--- src/rtl/qpack_pkg.sv ---
package qpack_pkg;
  localparam int unsigned LANE_W       = 8;
  localparam int unsigned PORT_LANES   = 2;
  localparam int unsigned QUAD_LANES   = 4;
  localparam int unsigned PORT_W       = LANE_W * PORT_LANES;
  localparam int unsigned QUAD_W       = LANE_W * QUAD_LANES;
  localparam int unsigned SPD_W        = 2;
  localparam int unsigned BYTE_SPD_MAX = 1;
  localparam int unsigned CNT_W        = $clog2(QUAD_LANES);
  localparam int unsigned REM_W        = $clog2(QUAD_LANES + 1);
  localparam int unsigned DBL_PER_QUAD = QUAD_LANES / PORT_LANES;

  function automatic logic [QUAD_W-1:0] lane_rev(input logic [QUAD_W-1:0] q);
    logic [QUAD_W-1:0] r;
    for (int i = 0; i < QUAD_LANES; i++)
      r[i*LANE_W +: LANE_W] = q[(QUAD_LANES-1-i)*LANE_W +: LANE_W];
    return r;
  endfunction
endpackage

--- src/rtl/qpack_cfg.sv ---
module qpack_cfg
  import qpack_pkg::*;
(
  input  logic             clk_i,
  input  logic             rst_ni,
  input  logic             sop_i,
  input  logic             byte_mode_i,
  input  logic             swap_i,
  input  logic [SPD_W-1:0] speed_i,
  output logic             byte_eff_o,
  output logic             swap_eff_o,
  output logic             cfg_err_o
);
  logic byte_q, swap_q, err_q;

  always_ff @(posedge clk_i or negedge rst_ni) begin
    if (!rst_ni) begin
      byte_q <= 1'b0;
      swap_q <= 1'b0;
      err_q  <= 1'b0;
    end else if (sop_i) begin
      byte_q <= byte_mode_i;
      swap_q <= swap_i;
      err_q  <= byte_mode_i && (speed_i > SPD_W'(BYTE_SPD_MAX));
    end
  end

  // controls presented with sop apply to a same-cycle fetch
  assign byte_eff_o = sop_i ? byte_mode_i : byte_q;
  assign swap_eff_o = sop_i ? swap_i      : swap_q;
  assign cfg_err_o  = err_q;
endmodule

--- src/rtl/qpack_pack.sv ---
module qpack_pack
  import qpack_pkg::*;
(
  input  logic              clk_i,
  input  logic              rst_ni,
  input  logic              sop_i,
  input  logic              vld_i,
  input  logic [PORT_W-1:0] d_i,
  input  logic              byte_i,
  input  logic              swap_i,
  output logic [QUAD_W-1:0] quad_o,
  output logic              quad_vld_o
);
  localparam int unsigned ACC_W = QUAD_W - LANE_W;

  logic [CNT_W-1:0]  cnt_q, cnt_base;
  logic [ACC_W-1:0]  acc_q, acc_base;
  logic [QUAD_W-1:0] stacked;
  logic              last;

  assign cnt_base = sop_i ? '0 : cnt_q;
  assign acc_base = sop_i ? '0 : acc_q;
  assign last     = byte_i ? (cnt_base == CNT_W'(QUAD_LANES - 1))
                           : (cnt_base == CNT_W'(DBL_PER_QUAD - 1));
  assign stacked  = byte_i ? {acc_base, d_i[LANE_W-1:0]}
                           : {acc_base[PORT_W-1:0], d_i};

  always_ff @(posedge clk_i or negedge rst_ni) begin
    if (!rst_ni) begin
      cnt_q      <= '0;
      acc_q      <= '0;
      quad_o     <= '0;
      quad_vld_o <= 1'b0;
    end else begin
      quad_vld_o <= 1'b0;
      if (vld_i) begin
        if (last) begin
          quad_o     <= swap_i ? lane_rev(stacked) : stacked;
          quad_vld_o <= 1'b1;
          cnt_q      <= '0;
          acc_q      <= '0;
        end else begin
          cnt_q <= cnt_base + 1'b1;
          acc_q <= stacked[ACC_W-1:0];
        end
      end else if (sop_i) begin
        cnt_q <= '0;
        acc_q <= '0;
      end
    end
  end
endmodule

--- src/rtl/qpack_unpack.sv ---
module qpack_unpack
  import qpack_pkg::*;
(
  input  logic                  clk_i,
  input  logic                  rst_ni,
  input  logic                  load_i,
  input  logic [QUAD_W-1:0]     quad_i,
  input  logic                  byte_i,
  input  logic                  swap_i,
  output logic [PORT_W-1:0]     d_o,
  output logic [PORT_LANES-1:0] oe_o,
  output logic                  stb_o
);
  logic [QUAD_W-1:0] sreg_q;
  logic [REM_W-1:0]  rem_q;
  logic              ub_q, busy;

  assign busy = (rem_q != '0);

  always_ff @(posedge clk_i or negedge rst_ni) begin
    if (!rst_ni) begin
      sreg_q <= '0;
      rem_q  <= '0;
      ub_q   <= 1'b0;
    end else if (!busy) begin
      if (load_i) begin
        sreg_q <= swap_i ? lane_rev(quad_i) : quad_i;
        rem_q  <= byte_i ? REM_W'(QUAD_LANES) : REM_W'(DBL_PER_QUAD);
        ub_q   <= byte_i;
      end
    end else begin
      sreg_q <= ub_q ? (sreg_q << LANE_W) : (sreg_q << PORT_W);
      rem_q  <= rem_q - 1'b1;
    end
  end

  assign stb_o = busy;

  for (genvar l = 0; l < PORT_LANES; l++) begin : g_lane
    if (l == 0) begin : g_low
      assign oe_o[l] = busy;
      assign d_o[LANE_W-1:0] = !busy ? '0
                             : ub_q  ? sreg_q[QUAD_W-1 -: LANE_W]
                                     : sreg_q[QUAD_W-PORT_W +: LANE_W];
    end else begin : g_up
      assign oe_o[l] = busy && !ub_q;
      assign d_o[l*LANE_W +: LANE_W] =
        oe_o[l] ? sreg_q[QUAD_W-PORT_W + l*LANE_W +: LANE_W] : '0;
    end
  end
endmodule

--- src/rtl/qpack_top.sv ---
module qpack_top
  import qpack_pkg::*;
(
  input  logic                  clk_i,
  input  logic                  rst_ni,
  input  logic                  sop_i,
  input  logic                  byte_mode_i,
  input  logic                  swap_i,
  input  logic [SPD_W-1:0]      speed_i,
  input  logic [PORT_W-1:0]     port_d_i,
  input  logic                  port_vld_i,
  output logic [QUAD_W-1:0]     quad_o,
  output logic                  quad_vld_o,
  output logic                  cfg_err_o,
  input  logic [QUAD_W-1:0]     quad_i,
  input  logic                  quad_load_i,
  output logic [PORT_W-1:0]     port_d_o,
  output logic [PORT_LANES-1:0] port_oe_o,
  output logic                  port_stb_o
);
  logic byte_eff, swap_eff;

  qpack_cfg u_cfg (
    .clk_i, .rst_ni, .sop_i, .byte_mode_i, .swap_i, .speed_i,
    .byte_eff_o(byte_eff), .swap_eff_o(swap_eff), .cfg_err_o
  );

  qpack_pack u_pack (
    .clk_i, .rst_ni, .sop_i,
    .vld_i(port_vld_i), .d_i(port_d_i),
    .byte_i(byte_eff), .swap_i(swap_eff),
    .quad_o, .quad_vld_o
  );

  qpack_unpack u_unpack (
    .clk_i, .rst_ni,
    .load_i(quad_load_i), .quad_i,
    .byte_i(byte_eff), .swap_i(swap_eff),
    .d_o(port_d_o), .oe_o(port_oe_o), .stb_o(port_stb_o)
  );
endmodule

--- config.mk ---
export PLATFORM = sky130hd
export DESIGN_NAME = qpack_top
export DESIGN_NICKNAME = d
export VERILOG_FILES = /design/src/rtl/qpack_pkg.sv /design/src/rtl/qpack_cfg.sv /design/src/rtl/qpack_pack.sv /design/src/rtl/qpack_unpack.sv /design/src/rtl/qpack_top.sv
export SDC_FILE = /design/constraint.sdc
export NUM_CORES = 1
export LEC_CHECK = 0
export BUFFER_PORTS_ARGS = -buffer_cell sky130_fd_sc_hd__buf_2
export CORE_MARGIN = 2
export CORE_UTILIZATION = 30
export DETAILED_ROUTE_END_ITERATION = 12
export GPL_ROUTABILITY_DRIVEN = 0
export GPL_TIMING_DRIVEN = 1
export SYNTH_ARGS = -nofsm -noshare
export SYNTH_HDL_FRONTEND = slang
export SYNTH_SLANG_ARGS = --single-unit
--- constraint.sdc ---
create_clock -name clk_i -period 2.2 [get_ports clk_i]
set_clock_uncertainty 0.2 [all_clocks]
set_input_delay 0.44 -clock clk_i [delete_from_list [all_inputs] [get_ports clk_i]]
set_output_delay 0.44 -clock clk_i [all_outputs]
set_load 0.02 [all_outputs]
==> results of run 1 <==
-- logic make-up after synthesis --
logic type               share of synthesized area [%]
AND/OR/NAND/NOR                                   17.4
AO/OA/AOI/OAI                                     19.6
flip-flops                                        46.1
buffers and inverters                             6.05
multiplexers                                      9.65
XOR/XNOR                                         0.682
adder cells (fa/ha/maj)                          0.471
-- flip-flops by register name, indices dropped and copies added, names as in the netlist --
register and cells:
u_cfg.cfg_err_o 1, u_pack.acc_q 24, u_unpack.rem_q 3, u_pack.cnt_q 2, u_cfg.swap_q 1, u_unpack.sreg_q 32, u_cfg.byte_q 1, u_pack.quad_o 32
u_pack.quad_vld_o 1, u_unpack.ub_q 1
-- repair_timing --
action                     CTS  global route
gates cloned                 1             1
hold endpoints to repair    98             0
setup buffers                5            15
setup endpoints to repair   19            19
gates resized for setup     50            26
hold buffers                 1             0
pin swaps                    8             9
-- layer usage --
layer,GRT usage [%],part of all wire [%],vias up
li1,-,-,2279
met1,20.0,45,2259
met2,24.0,50,90
met3,3.81,4.7,12
met4,2.75,0.80,0
met5,0,0,-
-- Yosys cell counts, types with 9 or more instances --
library cell	number
sky130_fd_sc_hd__nand2_1	123
sky130_fd_sc_hd__dfrtp_1	98
sky130_fd_sc_hd__nor2_1	68
sky130_fd_sc_hd__mux2i_1	49
sky130_fd_sc_hd__o21ai_0	38
sky130_fd_sc_hd__a22o_1	24
sky130_fd_sc_hd__o22ai_1	24
sky130_fd_sc_hd__buf_2	18
sky130_fd_sc_hd__and3_1	16
sky130_fd_sc_hd__o21ai_1	16
sky130_fd_sc_hd__a31oi_1	15
sky130_fd_sc_hd__buf_4	15
sky130_fd_sc_hd__clkbuf_1	14
sky130_fd_sc_hd__a311oi_1	9
sky130_fd_sc_hd__a31oi_2	9
-- final timing paths --
path	start	endpoint	slack, ns
worst max register to register	u_unpack.rem_q[1]	u_unpack.sreg_q[8]	0.13
worst min-delay path	speed_i[1]	u_cfg.cfg_err_o	0.13
worst max-delay path	u_unpack.rem_q[0]	port_d_o[14]	-0.05
max in group asynchronous	rst_ni	u_unpack.ub_q	0.86
min in group asynchronous	rst_ni	u_pack.quad_o[13]	0.44
worst min register to register	u_pack.quad_o[8]	u_pack.quad_o[8]	0.28
-- where the power goes --
group	total, mW	switching [mW]	internal [mW]
Combinational	3.24	1.76	1.48
Clock	1.70	0.758	0.940
Sequential	2.62	0.339	2.28
Total	7.56	2.85	4.71
-- worst max-delay path: stages, from the launching register on --
cell and delay, ns:
sky130_fd_sc_hd__dfrtp_1 0.38, sky130_fd_sc_hd__inv_2 0.09, sky130_fd_sc_hd__ha_4 0.14, sky130_fd_sc_hd__nor2b_4 0.16, sky130_fd_sc_hd__buf_6 0.16, sky130_fd_sc_hd__nor2_4 0.05, sky130_fd_sc_hd__and2_4 0.16, sky130_fd_sc_hd__buf_6 0.12
-- per-stage QoR --
step                      utilization [%]  setup WS, ns  setup TNS [ns]  instances  power [mW]
after global placement               35.3         0.185               0        888        5.22
final                                39.7       -0.0530          -0.633        927        7.56
after floorplan                         -        0.0631               0        585        4.37
after CTS                            38.4       -0.0788          -0.825        911        7.31
after detailed placement             35.3         0.187               0        888        5.24
after global routing                 39.7        -0.151           -2.34        927        8.01
-- final cells by class --
cell class / instances / area, um2 / area share (%)
clock buffers: 10 / 239 / 3.48
clock inverters: 6 / 78.8 / 1.15
inverters: 6 / 28.8 / 0.419
multi-input cells: 430 / 2660 / 38.8
flip-flops and latches: 98 / 2450 / 35.8
well taps: 225 / 282 / 4.10
repair buffers: 152 / 1120 / 16.3
==> flow_results.xml, run 1 <==
<?xml version="1.0" encoding="UTF-8"?>
<metrics>
  <group name="status">
    <metric name="result_of_the_run" unit="">finished with violations</metric>
    <metric name="failed_checks" unit="">setup timing</metric>
  </group>
  <group name="floorplanning">
    <metric name="dieArea" unit="mm2">0.0188</metric>
    <metric name="rows" unit="">48</metric>
    <metric name="ios" unit="">110</metric>
    <metric name="initial_utilization" unit="%">30.7</metric>
    <metric name="dieHeight" unit="um">137</metric>
    <metric name="die_x" unit="um">137</metric>
    <metric name="core_region_area" unit="mm2">0.0173</metric>
  </group>
  <group name="cts">
    <metric name="cts_buffer_depth" unit="">2</metric>
    <metric name="clock_sink_count" unit="">98</metric>
    <metric name="cts_max_level" unit="">3</metric>
    <metric name="cts_tree" unit="">built</metric>
    <metric name="worstSkewPairLatency" unit="ns">0.35</metric>
    <metric name="clockRootBuffer" unit="">sky130_fd_sc_hd__clkbuf_16</metric>
    <metric name="clkTransAtPathRegs" unit="ns">0.07</metric>
    <metric name="tritoncts.num_buffers" unit="">9</metric>
  </group>
  <group name="timing">
    <metric name="timing.slew.headroom" unit="%">53.6</metric>
    <metric name="period_share" unit="%">102</metric>
    <metric name="max_clock_freq" unit="GHz">0.444</metric>
    <metric name="fin_hold_ws" unit="ns">0.131</metric>
    <metric name="timing.final.ws_setup" unit="ns">-0.0530</metric>
    <metric name="hold_violations" unit="">0</metric>
    <metric name="rsz0062_at_grt" unit="">true</metric>
    <metric name="setup_viol_count_final" unit="">18</metric>
    <metric name="finalMaxSlewViolations" unit="">0</metric>
    <metric name="fin_crit" unit="ns">2.25</metric>
    <metric name="worstMarginPinSlew" unit="ns">0.694</metric>
  </group>
  <group name="detailed_routing">
    <metric name="wire_per_inst" unit="um">15.1</metric>
    <metric name="total_vias_in_the_final_route" unit="">4640</metric>
    <metric name="antenna_nets_post_route" unit="">0</metric>
    <metric name="drc_errors" unit="">0</metric>
    <metric name="routed_via_density" unit="">5.01</metric>
    <metric name="totalWireLength" unit="mm">14.0</metric>
    <metric name="detailedRoute.firstPassIterationCount" unit="">4</metric>
    <metric name="drt_first_iter_violations" unit="">238</metric>
  </group>
  <group name="synthesis">
    <metric name="synth_ff_type" unit="">sky130_fd_sc_hd__dfrtp_1</metric>
    <metric name="yosysWarningCount" unit="">0</metric>
    <metric name="post_synth_num_cell_types" unit="">33</metric>
    <metric name="synth_edf_count" unit="">0</metric>
    <metric name="yosys_register_bits" unit="">98</metric>
    <metric name="syn-instance-count" unit="">585</metric>
    <metric name="syn-cell-area" unit="mm2">0.00532</metric>
    <metric name="syn_area_per_cell" unit="um2">9.09</metric>
    <metric name="synth_area_leader_cell" unit="">sky130_fd_sc_hd__dfrtp_1</metric>
    <metric name="synthesized_netlist_net_count" unit="">644</metric>
    <metric name="netlist.area_leader.share" unit="%">46.1</metric>
    <metric name="synth.area.top_cells" unit="">sky130_fd_sc_hd__dfrtp_1 46%, sky130_fd_sc_hd__mux2i_1 9.2%, sky130_fd_sc_hd__nand2_1 8.7%, sky130_fd_sc_hd__nor2_1 4.8%, sky130_fd_sc_hd__a22o_1 4.0%</metric>
    <metric name="async_reset_ff_share" unit="%">100</metric>
    <metric name="synth-seq-area-share" unit="%">46.1</metric>
  </group>
  <group name="power">
    <metric name="power_per_cell_area" unit="mW/mm2">1100</metric>
    <metric name="max-vdd-ir-drop" unit="V">0.000565</metric>
    <metric name="leakage" unit="nW">3.24</metric>
  </group>
  <group name="finish">
    <metric name="area_growth_from_synthesis_to_layout" unit="%">29.1</metric>
    <metric name="final_common_cell" unit="">sky130_fd_sc_hd__nand2_1</metric>
    <metric name="finish.net_count" unit="">756</metric>
    <metric name="final_area" unit="mm2">0.00686</metric>
    <metric name="final_layout_size_suffix_gt1_share" unit="%">29.8</metric>
    <metric name="commonest_cells_after_routing_fill_and_taps_aside" unit="">123 x sky130_fd_sc_hd__nand2_1, 97 x sky130_fd_sc_hd__dfrtp_1, 89 x sky130_fd_sc_hd__buf_2, 59 x sky130_fd_sc_hd__nor2_1, 47 x sky130_fd_sc_hd__mux2i_1</metric>
    <metric name="antenna_cells_inserted" unit="">0</metric>
    <metric name="fill_cells" unit="">1741</metric>
  </group>
  <group name="setup_path">
    <metric name="worstSetupPathType" unit="">reg2out</metric>
    <metric name="reg2reg_depth" unit="">12</metric>
    <metric name="worstPathMaxFanout" unit="">4</metric>
    <metric name="cp.arrival" unit="ns">1.61</metric>
    <metric name="critical_path.endpoint_type" unit="">output port</metric>
    <metric name="worstSetupStartpointType" unit="">register</metric>
    <metric name="crit_required" unit="ns">1.56</metric>
  </group>
  <group name="flow_run">
    <metric name="max_cap_violations" unit="">0</metric>
  </group>
  <group name="global_route">
    <metric name="vias_in_the_first_global_route" unit="">4192</metric>
    <metric name="global_route_wire_length_before_repair" unit="mm">21.9</metric>
    <metric name="grt_use_total" unit="%">14.8</metric>
    <metric name="globalRouteOverflowTotal" unit="">0</metric>
    <metric name="grt_start_max_net_pins" unit="">99</metric>
    <metric name="antenna_found_initial" unit="">0</metric>
  </group>
  <group name="placement">
    <metric name="dp_hpwl" unit="mm">9.10</metric>
    <metric name="port-buffer-count" unit="">108</metric>
    <metric name="place_area" unit="mm2">0.00611</metric>
  </group>
  <group name="worst_hold_path">
    <metric name="hold-path-cell-count" unit="">3</metric>
    <metric name="hold_path.class" unit="">in2reg</metric>
  </group>
</metrics>
Power figures use the tool's default switching activity.
==> run 2: changes to the inputs <==
CAP_MARGIN = 20   (was default)
MAX_ROUTING_LAYER = met4   (was default)
TNS_END_PERCENT = 50   (was default)
==> run 2 against run 1 <==
Net effect: the run still ends with setup timing left; global-route usage up 0.37 points; fmax grew 0.37%; clock power barely moved; worst setup slack improved by 0.0083 ns; first-iteration DRC count did not move; non-clock buffer count down 7; die area is the same; via count decreased by 0.84%; largest cell class unchanged.
==> flow_results.xml, run 2 (synthesis gave the netlist of run 1 again) <==
<?xml version="1.0" encoding="UTF-8"?>
<metrics>
  <group name="status">
    <metric name="result_of_the_run" unit="">finished with violations</metric>
    <metric name="failed_checks" unit="">setup timing</metric>
  </group>
  <group name="global_route">
    <metric name="global_route_wire_length_before_repair" unit="mm">21.8</metric>
    <metric name="grt_start_max_net_pins" unit="">99</metric>
    <metric name="grt_use_total" unit="%">15.2</metric>
    <metric name="antenna_found_initial" unit="">0</metric>
    <metric name="vias_in_the_first_global_route" unit="">4170</metric>
    <metric name="globalRouteOverflowTotal" unit="">0</metric>
  </group>
  <group name="power">
    <metric name="power_per_cell_area" unit="mW/mm2">1090</metric>
    <metric name="max-vdd-ir-drop" unit="V">0.000579</metric>
    <metric name="intPower" unit="mW">4.58</metric>
    <metric name="switching_power" unit="mW">2.77</metric>
    <metric name="total_power" unit="mW">7.34</metric>
    <metric name="seq_power_share" unit="%">35.6</metric>
    <metric name="power.switching_fraction" unit="%">37.7</metric>
    <metric name="clockPowerShare" unit="%">23.1</metric>
    <metric name="leakage" unit="nW">3.20</metric>
    <metric name="p_comb_share" unit="%">41.3</metric>
  </group>
  <group name="floorplanning">
    <metric name="rows" unit="">48</metric>
    <metric name="initial_utilization" unit="%">30.7</metric>
    <metric name="die_x" unit="um">137</metric>
    <metric name="ios" unit="">110</metric>
    <metric name="dieArea" unit="mm2">0.0188</metric>
    <metric name="core_region_area" unit="mm2">0.0173</metric>
    <metric name="dieHeight" unit="um">137</metric>
  </group>
  <group name="timing">
    <metric name="finalMaxSlewViolations" unit="">0</metric>
    <metric name="timing.final.ws_setup" unit="ns">-0.0446</metric>
    <metric name="setup_viol_count_final" unit="">18</metric>
    <metric name="period_share" unit="%">102</metric>
    <metric name="rsz0062_at_grt" unit="">true</metric>
    <metric name="max_clock_freq" unit="GHz">0.446</metric>
    <metric name="hold_violations" unit="">0</metric>
    <metric name="fin_crit" unit="ns">2.24</metric>
    <metric name="worstMarginPinSlew" unit="ns">0.677</metric>
    <metric name="timing.slew.headroom" unit="%">54.8</metric>
  </group>
  <group name="worst_hold_path">
    <metric name="hold-path-endpoint" unit="">u_cfg.cfg_err_o</metric>
    <metric name="hp-start" unit="">speed_i[1]</metric>
    <metric name="hold-path-cell-count" unit="">3</metric>
    <metric name="hold_path.class" unit="">in2reg</metric>
  </group>
  <group name="cts">
    <metric name="clkTransAtPathRegs" unit="ns">0.07</metric>
    <metric name="cts_max_level" unit="">3</metric>
    <metric name="worstSkewPairLatency" unit="ns">0.35</metric>
    <metric name="clock_sink_count" unit="">98</metric>
    <metric name="tritoncts.num_buffers" unit="">9</metric>
    <metric name="cts_tree" unit="">built</metric>
    <metric name="cts_buffer_depth" unit="">2</metric>
    <metric name="clockRootBuffer" unit="">sky130_fd_sc_hd__clkbuf_16</metric>
  </group>
  <group name="setup_path">
    <metric name="critical-path-max-stage-delay" unit="ns">0.36</metric>
    <metric name="regToRegStartpoint" unit="">u_unpack.rem_q[0]</metric>
    <metric name="worstSetupPathType" unit="">reg2out</metric>
    <metric name="reg2reg_depth" unit="">8</metric>
    <metric name="worstPathMaxFanout" unit="">5</metric>
    <metric name="ff2ff_setup_slack" unit="ns">0.25</metric>
    <metric name="critical_path.endpoint_type" unit="">output port</metric>
    <metric name="worstReg2RegEnd" unit="">u_unpack.sreg_q[13]</metric>
    <metric name="slowest_stage" unit="">sky130_fd_sc_hd__dfrtp_1</metric>
    <metric name="timing.critical_path.mode_cell" unit="">sky130_fd_sc_hd__buf_6</metric>
    <metric name="worstPathCellList" unit="">inv_2, ha_4, nor2b_4, buf_6, nor2_4, and2_4, buf_6</metric>
    <metric name="crit_required" unit="ns">1.56</metric>
    <metric name="cp.arrival" unit="ns">1.60</metric>
    <metric name="crit_path_leading_delay_family" unit="">simple AND/OR/NAND/NOR gates</metric>
    <metric name="critical_path_buffers_and_inverters" unit="">3</metric>
    <metric name="worstSetupStartpointType" unit="">register</metric>
  </group>
  <group name="finish">
    <metric name="fin_util" unit="%">38.9</metric>
    <metric name="multiInputGateArea" unit="mm2">0.00263</metric>
    <metric name="commonest_cells_after_routing_fill_and_taps_aside" unit="">123 x sky130_fd_sc_hd__nand2_1, 97 x sky130_fd_sc_hd__dfrtp_1, 89 x sky130_fd_sc_hd__buf_2, 65 x sky130_fd_sc_hd__nor2_1, 48 x sky130_fd_sc_hd__mux2i_1</metric>
    <metric name="fill_cells" unit="">1752</metric>
    <metric name="antenna_cells_inserted" unit="">0</metric>
    <metric name="final_layout_size_suffix_gt1_share" unit="%">28.1</metric>
    <metric name="finish.net_count" unit="">749</metric>
    <metric name="final_common_cell" unit="">sky130_fd_sc_hd__nand2_1</metric>
    <metric name="sequential_cell_area" unit="mm2">0.00245</metric>
    <metric name="area_growth_from_synthesis_to_layout" unit="%">26.5</metric>
    <metric name="reg.largest.list" unit="">u_pack.quad_o (32), u_unpack.sreg_q (32), u_pack.acc_q (24)</metric>
  </group>
  <group name="detailed_routing">
    <metric name="drc_errors" unit="">0</metric>
    <metric name="antenna_nets_post_route" unit="">0</metric>
    <metric name="detailedRoute.firstPassIterationCount" unit="">5</metric>
    <metric name="routed_via_density" unit="">5.00</metric>
    <metric name="drt_first_iter_violations" unit="">238</metric>
    <metric name="totalWireLength" unit="mm">13.7</metric>
    <metric name="total_vias_in_the_final_route" unit="">4601</metric>
    <metric name="wire_per_inst" unit="um">14.9</metric>
  </group>
  <group name="placement">
    <metric name="dp_hpwl" unit="mm">9.10</metric>
    <metric name="port-buffer-count" unit="">108</metric>
  </group>
  <group name="flow_run">
    <metric name="max_cap_violations" unit="">0</metric>
  </group>
</metrics>
[run 2: power groups by stage]
| stage | combinational (mW) | clock, mW | sequential [mW] |
|---|---|---|---|
| after floorplan | 1.52 | 0 | 2.85 |
| after global placement | 2.60 | 0 | 2.62 |
| after detailed placement | 2.61 | 0 | 2.62 |
| after CTS | 2.88 | 1.75 | 2.62 |
| after global routing | 3.31 | 1.80 | 2.69 |
| final | 3.03 | 1.69 | 2.62 |
[run 2: worst min-delay path, cell delays in order]
cell                      delay (ns)
sky130_fd_sc_hd__buf_2          0.08
sky130_fd_sc_hd__nand3_1        0.06
sky130_fd_sc_hd__o21ai_0        0.06
[run 2: worst max-delay path by stage]
stage	startpoint	end	slack [ns]	depth (start not counted)
2_1_floorplan	u_unpack.rem_q[0]	port_oe_o[0]	0.06	8
3_3_place_gp	sop_i	u_pack.acc_q[6]	0.18	4
3_5_place_dp	sop_i	u_pack.acc_q[23]	0.19	4
4_1_cts	u_unpack.rem_q[1]	port_d_o[12]	-0.10	7
5_1_grt	u_unpack.rem_q[0]	port_d_o[0]	-0.14	7
6_report	u_unpack.rem_q[1]	port_d_o[12]	-0.04	7
[run 2: layout make-up]
| type | instances | area share, % |
|---|---|---|
| Clock buffer | 10 | 3.55 |
| Clock inverter | 6 | 1.17 |
| Inverter | 6 | 0.428 |
| Multi-Input combinational cell | 430 | 39.0 |
| Sequential cell | 98 | 36.5 |
| Tap cell | 225 | 4.18 |
| Timing Repair Buffer | 145 | 15.2 |
[run 2: routing by layer]
| metal | wire (um) | vias up | track usage, % | share of wire, % |
|---|---|---|---|---|
| met5 | 0 | - | - | 0 |
| met1 | 6270 | 2222 | 20.1 | 46 |
| met3 | 608 | 10 | 3.22 | 4.4 |
| met4 | 110 | 0 | 3.26 | 0.80 |
| li1 | - | 2261 | - | - |
| met2 | 6690 | 108 | 24.0 | 49 |
[run 2: metrics by stage]
step	setup TNS (ns)	setup slack, ns	hold WS, ns	cells	area (um2)
after global placement	0	0.185	0.260	888	6110
final	-0.584	-0.0446	0.132	920	6730
after floorplan	0	0.0631	-0.0556	585	5320
after global routing	-2.29	-0.141	0.136	920	6730
after detailed placement	0	0.187	0.269	888	6110
after CTS	-1.05	-0.101	0.116	911	6610
[run 2: timing repair]
item                                   CTS  global route
resized for setup                       41            16
buffers inserted                         5             9
endpoints found under the hold margin   98             0
setup endpoints to repair               19            19
pin swaps                                7             8
gates cloned                             1             0
hold buffers                             1             0
==> run 3: changes to the inputs <==
SETUP_SLACK_MARGIN = 0.15   (was default)
SKIP_CTS_REPAIR_TIMING = 1   (was default)
==> run 3 against run 2 <==
Net effect: the run still ends with setup timing left; hold slack worse by 0.011 ns; first-iteration DRC count up 20%; fmax shrank 3.2%; clock-buffer cell count up 1; critical path depth shrank 2; combinational power decreased by 10%; global-route usage about the same; register-to-register slack worse by 0.03 ns; largest cell class unchanged.
==> flow_results.xml, run 3 (synthesis gave the netlist of run 1 again) <==
<?xml version="1.0" encoding="UTF-8"?>
<metrics>
  <group name="detailed_routing">
    <metric name="detailedRoute.firstPassIterationCount" unit="">4</metric>
    <metric name="wire_per_inst" unit="um">15.1</metric>
    <metric name="totalWireLength" unit="mm">13.8</metric>
    <metric name="total_vias_in_the_final_route" unit="">4563</metric>
    <metric name="routed_via_density" unit="">5.00</metric>
    <metric name="antenna_nets_post_route" unit="">0</metric>
    <metric name="drt_first_iter_violations" unit="">285</metric>
    <metric name="drc_errors" unit="">0</metric>
  </group>
  <group name="cts">
    <metric name="clockRootBuffer" unit="">sky130_fd_sc_hd__clkbuf_16</metric>
    <metric name="cts_buffer_depth" unit="">2</metric>
    <metric name="cts_max_level" unit="">3</metric>
    <metric name="clock_sink_count" unit="">98</metric>
    <metric name="clkTransAtPathRegs" unit="ns">0.07</metric>
    <metric name="cts_tree" unit="">built</metric>
    <metric name="worstSkewPairLatency" unit="ns">0.35</metric>
    <metric name="tritoncts.num_buffers" unit="">9</metric>
  </group>
  <group name="power">
    <metric name="total_power" unit="mW">6.90</metric>
    <metric name="leakage" unit="nW">3.11</metric>
    <metric name="power_per_cell_area" unit="mW/mm2">1060</metric>
    <metric name="max-vdd-ir-drop" unit="V">0.000557</metric>
  </group>
  <group name="flow_run">
    <metric name="max_cap_violations" unit="">0</metric>
  </group>
  <group name="timing">
    <metric name="fin_crit" unit="ns">2.32</metric>
    <metric name="max_clock_freq" unit="GHz">0.431</metric>
    <metric name="finalMaxSlewViolations" unit="">0</metric>
    <metric name="period_share" unit="%">105</metric>
    <metric name="setup_viol_count_final" unit="">18</metric>
    <metric name="worstMarginPinSlew" unit="ns">0.697</metric>
    <metric name="timing.final.ws_setup" unit="ns">-0.118</metric>
    <metric name="rsz0062_at_grt" unit="">true</metric>
    <metric name="timing.slew.headroom" unit="%">53.4</metric>
    <metric name="hold_violations" unit="">0</metric>
    <metric name="fin_hold_ws" unit="ns">0.121</metric>
  </group>
  <group name="global_route">
    <metric name="vias_in_the_first_global_route" unit="">4046</metric>
    <metric name="grt_start_max_net_pins" unit="">99</metric>
    <metric name="globalRouteOverflowTotal" unit="">0</metric>
    <metric name="global_route_wire_length_before_repair" unit="mm">21.6</metric>
    <metric name="grt_use_total" unit="%">15.2</metric>
    <metric name="antenna_found_initial" unit="">0</metric>
  </group>
  <group name="finish">
    <metric name="final_common_cell" unit="">sky130_fd_sc_hd__nand2_1</metric>
    <metric name="reg.largest.list" unit="">u_pack.quad_o (32), u_unpack.sreg_q (32), u_pack.acc_q (24)</metric>
    <metric name="fill_cells" unit="">1761</metric>
    <metric name="area_growth_from_synthesis_to_layout" unit="%">22.4</metric>
    <metric name="finish.net_count" unit="">740</metric>
    <metric name="finalNonFillerCells" unit="">913</metric>
    <metric name="commonest_cells_after_routing_fill_and_taps_aside" unit="">123 x sky130_fd_sc_hd__nand2_1, 100 x sky130_fd_sc_hd__buf_2, 98 x sky130_fd_sc_hd__dfrtp_1, 67 x sky130_fd_sc_hd__nor2_1, 48 x sky130_fd_sc_hd__mux2i_1</metric>
    <metric name="fin_util" unit="%">37.6</metric>
    <metric name="final_layout_size_suffix_gt1_share" unit="%">25.5</metric>
  </group>
  <group name="floorplanning">
    <metric name="initial_utilization" unit="%">30.7</metric>
    <metric name="rows" unit="">48</metric>
    <metric name="core_region_area" unit="mm2">0.0173</metric>
    <metric name="ios" unit="">110</metric>
    <metric name="dieHeight" unit="um">137</metric>
    <metric name="dieArea" unit="mm2">0.0188</metric>
    <metric name="die_x" unit="um">137</metric>
  </group>
  <group name="placement">
    <metric name="port-buffer-count" unit="">108</metric>
    <metric name="dp_hpwl" unit="mm">9.25</metric>
    <metric name="dp_worst_setup_slack" unit="ns">0.168</metric>
    <metric name="dp.cells" unit="">888</metric>
  </group>
  <group name="setup_path">
    <metric name="crit_required" unit="ns">1.56</metric>
    <metric name="ff2ff_setup_slack" unit="ns">0.22</metric>
    <metric name="worstPathCellList" unit="">inv_2, ha_4, nor2b_4, clkinvlp_4, buf_6</metric>
    <metric name="slowest_stage" unit="">sky130_fd_sc_hd__dfrtp_1</metric>
    <metric name="worstSetupStartpointType" unit="">register</metric>
    <metric name="worstPathMaxFanout" unit="">7</metric>
    <metric name="cp.arrival" unit="ns">1.68</metric>
    <metric name="critical_path.endpoint_type" unit="">output port</metric>
    <metric name="critical-path-max-stage-delay" unit="ns">0.39</metric>
    <metric name="worstSetupPathType" unit="">reg2out</metric>
  </group>
  <group name="worst_hold_path">
    <metric name="hold_path.class" unit="">in2reg</metric>
  </group>
  <group name="status">
    <metric name="result_of_the_run" unit="">finished with violations</metric>
    <metric name="failed_checks" unit="">setup timing</metric>
  </group>
</metrics>
-- run 3: changes by cell type in the layout (fill, tap and decap cells not counted), sizes merged --
cell / change
nor2: -1
bufinv: -1
clkinvlp: +1
clkbuf: +1
buf: -8
diode: +2
inv: -1
-- run 3: final cells by class --
class	instances	area [um2]	area share (%)
multi-input combinational	429	2590	39.7
sequential	98	2450	37.7
timing repair buffer	137	867	13.3
tap	225	282	4.33
clock buffer	11	243	3.73
clock inverter	5	45.0	0.692
inverter	6	28.8	0.442
antenna	2	5.00	0.0769
-- run 3: stage by stage --
stage | cell area [um2] | setup TNS, ns
finish | 6510 | -1.18
CTS | 6400 | -2.46
floorplan | 5320 | 0
global route | 6500 | -2.43
detailed placement | 6110 | 0
global placement | 6110 | 0
-- run 3: worst max-delay path, delay by kind of cell (launching register included) --
kind	cells	cell delay [ns]
fa+ha+maj	1	0.14
buf+inv	3	0.55
flops	1	0.39
simple gates	1	0.25
-- run 3: worst paths after layout --
check | start | end | cells after the start
hold reg to reg | u_pack.quad_o[18] | u_pack.quad_o[18] | 2
max in group asynchronous | rst_ni | u_unpack.sreg_q[3] | 3
setup / recovery | u_unpack.rem_q[1] | port_oe_o[0] | 5
min in group asynchronous | rst_ni | u_pack.quad_o[13] | 3
setup reg to reg | u_unpack.rem_q[1] | u_unpack.sreg_q[10] | 7
hold / removal | speed_i[1] | u_cfg.cfg_err_o | 3
-- run 3: routing by layer --
metal | track usage (%) | share of wire, %
met1 | 20.5 | 46
met2 | 22.3 | 47
met3 | 3.15 | 4.9
met4 | 6.24 | 2.1
met5 | - | 0
-- run 3: power breakdown --
| group | switching, mW | total, mW | leakage, nW | internal (mW) |
|---|---|---|---|---|
| clock | 0.746 | 1.56 | 0.139 | 0.818 |
| sequential | 0.333 | 2.62 | 1.27 | 2.28 |
| combinational | 1.59 | 2.72 | 1.70 | 1.13 |
